**src/rtl/usr_pkg.sv**
```systemverilog
package usr_pkg;
  typedef enum logic [1:0] {
    MODE_HOLD = 2'b00,
    MODE_UP   = 2'b01,
    MODE_DOWN = 2'b10,
    MODE_LOAD = 2'b11
  } mode_t;
endpackage

```
**src/rtl/usr_next.sv**
```systemverilog
module usr_next #(
  parameter int W = 8
) (
  input  logic [W-1:0]       cur,
  input  usr_pkg::mode_t     mode,
  input  logic               up_in,
  input  logic               down_in,
  input  logic [W-1:0]       par_in,
  output logic [W-1:0]       nxt
);
  // Move every bit one place toward the high end; up_in enters at stage 0.
  function automatic logic [W-1:0] f_up(input logic [W-1:0] v, input logic s);
    return {v[W-2:0], s};
  endfunction

  // Move every bit one place toward the low end; s enters at stage W-1.
  function automatic logic [W-1:0] f_down(input logic [W-1:0] v, input logic s);
    return {s, v[W-1:1]};
  endfunction

  always_comb begin
    unique case (mode)
      usr_pkg::MODE_UP:   nxt = f_up(cur, up_in);
      usr_pkg::MODE_DOWN: nxt = f_down(cur, down_in);
      usr_pkg::MODE_LOAD: nxt = par_in;
      default:            nxt = cur;
    endcase
  end
endmodule

```
**src/rtl/usr_store.sv**
```systemverilog
module usr_store #(
  parameter int W = 8
) (
  input  logic         clk,
  input  logic         clr_n,
  input  logic [W-1:0] d,
  output logic [W-1:0] q
);
  always_ff @(posedge clk or negedge clr_n) begin
    if (!clr_n) q <= '0;
    else        q <= d;
  end
endmodule

```
**src/rtl/usr_drive.sv**
```systemverilog
module usr_drive (
  input  logic           oe1_n,
  input  logic           oe2_n,
  input  usr_pkg::mode_t mode,
  output logic           drive
);
  logic enables_on;
  logic loading;
  assign enables_on = ~(oe1_n | oe2_n);
  assign loading    = (mode == usr_pkg::MODE_LOAD);
  assign drive      = enables_on & ~loading;
endmodule

```
**src/rtl/usr_bus_shifter.sv**
```systemverilog
module usr_bus_shifter #(
  parameter int W = 8
) (
  input  logic         clk,
  input  logic         clr_n,
  input  logic [1:0]   mode,
  input  logic         ser_right_in,
  input  logic         ser_left_in,
  input  logic         oe1_n,
  input  logic         oe2_n,
  input  logic [W-1:0] bus_in,
  output logic [W-1:0] bus_out,
  output logic         bus_oe,
  output logic         ser_a_out,
  output logic         ser_h_out
);
  localparam int TOP = W - 1;

  usr_pkg::mode_t mode_e;
  logic [W-1:0]   stage_q;
  logic [W-1:0]   stage_d;

  assign mode_e = usr_pkg::mode_t'(mode);

  usr_next #(.W(W)) u_next (
    .cur     (stage_q),
    .mode    (mode_e),
    .up_in   (ser_right_in),
    .down_in (ser_left_in),
    .par_in  (bus_in),
    .nxt     (stage_d)
  );

  usr_store #(.W(W)) u_store (
    .clk   (clk),
    .clr_n (clr_n),
    .d     (stage_d),
    .q     (stage_q)
  );

  usr_drive u_drive (
    .oe1_n (oe1_n),
    .oe2_n (oe2_n),
    .mode  (mode_e),
    .drive (bus_oe)
  );

  assign bus_out   = stage_q;
  assign ser_a_out = stage_q[0];
  assign ser_h_out = stage_q[TOP];
endmodule

```
**config.mk**
```make
export PLATFORM = sky130hd
export DESIGN_NAME = usr_bus_shifter
export DESIGN_NICKNAME = d
export VERILOG_FILES = /design/src/rtl/usr_pkg.sv /design/src/rtl/usr_next.sv /design/src/rtl/usr_store.sv /design/src/rtl/usr_drive.sv /design/src/rtl/usr_bus_shifter.sv
export SDC_FILE = /design/constraint.sdc
export NUM_CORES = 1
export LEC_CHECK = 0
export BUFFER_PORTS_ARGS = -buffer_cell sky130_fd_sc_hd__clkbuf_2
export CORE_AREA = 2 2 39 41
export DETAILED_ROUTE_END_ITERATION = 7
export DIE_AREA = 0 0 41 43
export GPL_TIMING_DRIVEN = 1
export PLACE_DENSITY = 0.68
export RECOVER_POWER = 25
export SLEW_MARGIN = 20
export SYNTH_ARGS = -nofsm -noshare
export SYNTH_HDL_FRONTEND = slang
export SYNTH_SLANG_ARGS = --single-unit
```
**constraint.sdc**
```tcl
create_clock -name clk -period 1 [get_ports clk]
set_input_delay 0.2 -clock clk [delete_from_list [all_inputs] [get_ports clk]]
set_output_delay 0.2 -clock clk [all_outputs]
set_load 0.005 [all_outputs]
```
==> results.toml <==
[synthesis]
synthAdderAreaFrac = 0
synthMuxAreaShare = 0.4235
syn-num-nets = 37
ys_types = 5
syn_area_per_cell_um2 = 20.26
yosys_warnings = 0
synth_compound_area_frac = 0.01765
synth_top_family_by_area = "multiplexers"
synth_xor_area_frac = 0
syn_area_um2 = 425.4
yosysSeqAreaShare = 0.4706
synthCells = 21
ys_seq_elements = 8
synth_simple_gate_area_frac = 0

[layout]
largest_register_ffs = 8
nets = 71
regMostFlops = "u_store.q"
top_regs = "u_store.q: 8 flops"
design_area_um2 = 625.6
drive_gt1_frac = 0.8113
antenna_cells = 0
layout.cells.non_filler = 69
area_growth_pct = 47.06

[critical_path]
arrival_ns = 0.86
critPathSlowestCell = "dfrtp_1"
crit_path_cell_trace = "buf_6 -> clkbuf_2"
startpoint_type = "register"
startpoint = "u_store.q[7]$_DFFE_PN0P_"
r2r_start = "u_store.q[5]$_DFFE_PN0P_"
critPathKind = "register to output port"
end_kind = "output port"
required_ns = 0.80
slowest_delay_ns = 0.40
critPathMaxFanout = 3

[power_and_ir_drop]
switching_power_mw = 0.2572
comb_power_share = 0.298
pwr-share-seq = 0.466
ir_drop_v = 0.0008542
finalPower_mw = 0.9991
sw_frac_of_total = 0.2574
power_density_nw_per_um2 = 1597
power.internal_mw = 0.7420
clockPowerShare = 0.236
p_leak_nw = 0.3005

[clock_tree]
path_clk_slew_ns = 0.05
cts_max_level = 1
cts.path.max_buffers = 2
clockRootBuffer = "clkbuf_4"
cts_made_buffers = 3
clk_latency_ns = 0.24
clkSinkCount = 8
tritoncts = "yes"

[placed_design]
place_congestion = 0.7363
portBuffers = 26
placedCellCount = 65
dp_hpwl_um = 680.6
place_area_um2 = 583.1

[floorplanning]
io_pins = 27
dieArea_um2 = 1763
initial_core_util = 0.3074
die_x_um = 41
die_y_um = 43
core_um2 = 1384
row_count = 14

[global_routing]
grt_use_total = 0.1084
antenna_found_initial = 0
grt_pass1_vias = 299
overflow = 0
grt_pass1_wl_um = 1200
grt_max_degree = 10

[detailed_routing]
avgRoutedWirePerCell_um = 12.00
via_count = 327
wirelength_um = 828
ant_nets = 0
drc = 0
viasPerCell = 4.739
drtIter0Drc = 0
drt_pass1_iterations = 1

[timing]
max_slew_margin = 0.7331
skew_ns = 0.001514
finalSetupTns_ns = -0.1263
final.period_utilization = 1.062
fmax_mhz = 941.7
rsz0062_at_grt = "yes"
holdWs_ns = 0.2700
setup_viol = 4
drv_slew = 0
worst_pin_slew_ns = 0.4004
setup_ws_ns = -0.06196
hold_violations = 0
fin_crit_ns = 1.062

[run_status]
status = "finished, violations left"
violations = "setup timing"

[hold_path]
min_from = "bus_in[0]"
min_path_type = "input pin to register"

[run]
drv_cap = 0
## power by group through the flow
| stage | Sequential (mW) | Clock (mW) | Combinational (mW) |
|---|---|---|---|
| after CTS | 0.468 | 0.246 | 0.303 |
| final | 0.466 | 0.236 | 0.298 |
| after detailed placement | 0.471 | 0 | 0.294 |
| after floorplan | 0.460 | 0 | 0.162 |
| after global placement | 0.471 | 0 | 0.289 |
| after global routing | 0.475 | 0.261 | 0.323 |
## timing repair
item / in CTS / in global routing
endpoints found under the hold margin: 8 / 0
setup endpoints to repair: 6 / 12
hold buffers: 1 / 0
resized for setup: 2 / 1
setup buffers: 0 / 0
## cell families (layout without fill, tap and decap cells)
| group | after synthesis | count (layout) |
|---|---|---|
| flip-flops | 8 | 8 |
| AO/OA/AOI/OAI | 1 | 1 |
| multiplexers | 8 | 8 |
| buffers and inverters | 4 | 36 |
## metal layers
layer	wire length (um)	track usage	vias up
met5	0	0	-
met2	442	0.1531	13
met1	304	0.1303	162
li1	-	-	150
met3	58	0.02094	2
met4	22	0.1000	0
## area by class of cell
class,instances,area [um^2]
clock buffers,3,22.52
fillers,133,758.2
multi-input cells,9,192.7
flip-flops and latches,8,200.2
well taps,16,20.02
repair buffers,33,190.2
## worst paths after layout
path | to | slack, ns | cells past startpoint
setup / recovery | ser_h_out | -0.06 | 2
hold / removal | u_store.q[0]$_DFFE_PN0P_ | 0.27 | 2
setup reg to reg | u_store.q[6]$_DFFE_PN0P_ | 0 | 1
hold reg to reg | u_store.q[6]$_DFFE_PN0P_ | 0.64 | 1
max in group asynchronous | u_store.q[4]$_DFFE_PN0P_ | 0.33 | 2
min in group asynchronous | u_store.q[3]$_DFFE_PN0P_ | 0.39 | 2
## critical path: cells and delay by family, from the launching register on
family | cells | cell delay (ns)
buf+inv | 2 | 0.22
flops | 1 | 0.40
## cells in the mapped netlist (all sizes together)
cell type  number  area share
mux4            8        0.42
buf             4       0.088
a211oi          1       0.018
dfrtp           8        0.47
## cell usage in the layout, fill, tap and decap left out
cell and n:
dfrtp_1 8, clkbuf_2 24, clkbuf_1 1, buf_4 5
a211oi_2 1, clkbuf_4 4, dlygate4sd3_1 1, buf_6 1
mux4_2 8
## stage by stage
step	util	worst slack, ns
5_1_grt	0.4521	-0.08833
2_1_floorplan	-	0.03494
6_report	0.4521	-0.06196
3_3_place_gp	0.4213	-0.1017
4_1_cts	0.4494	-0.07497
3_5_place_dp	0.4213	-0.1208
Power figures use the tool's default switching activity.
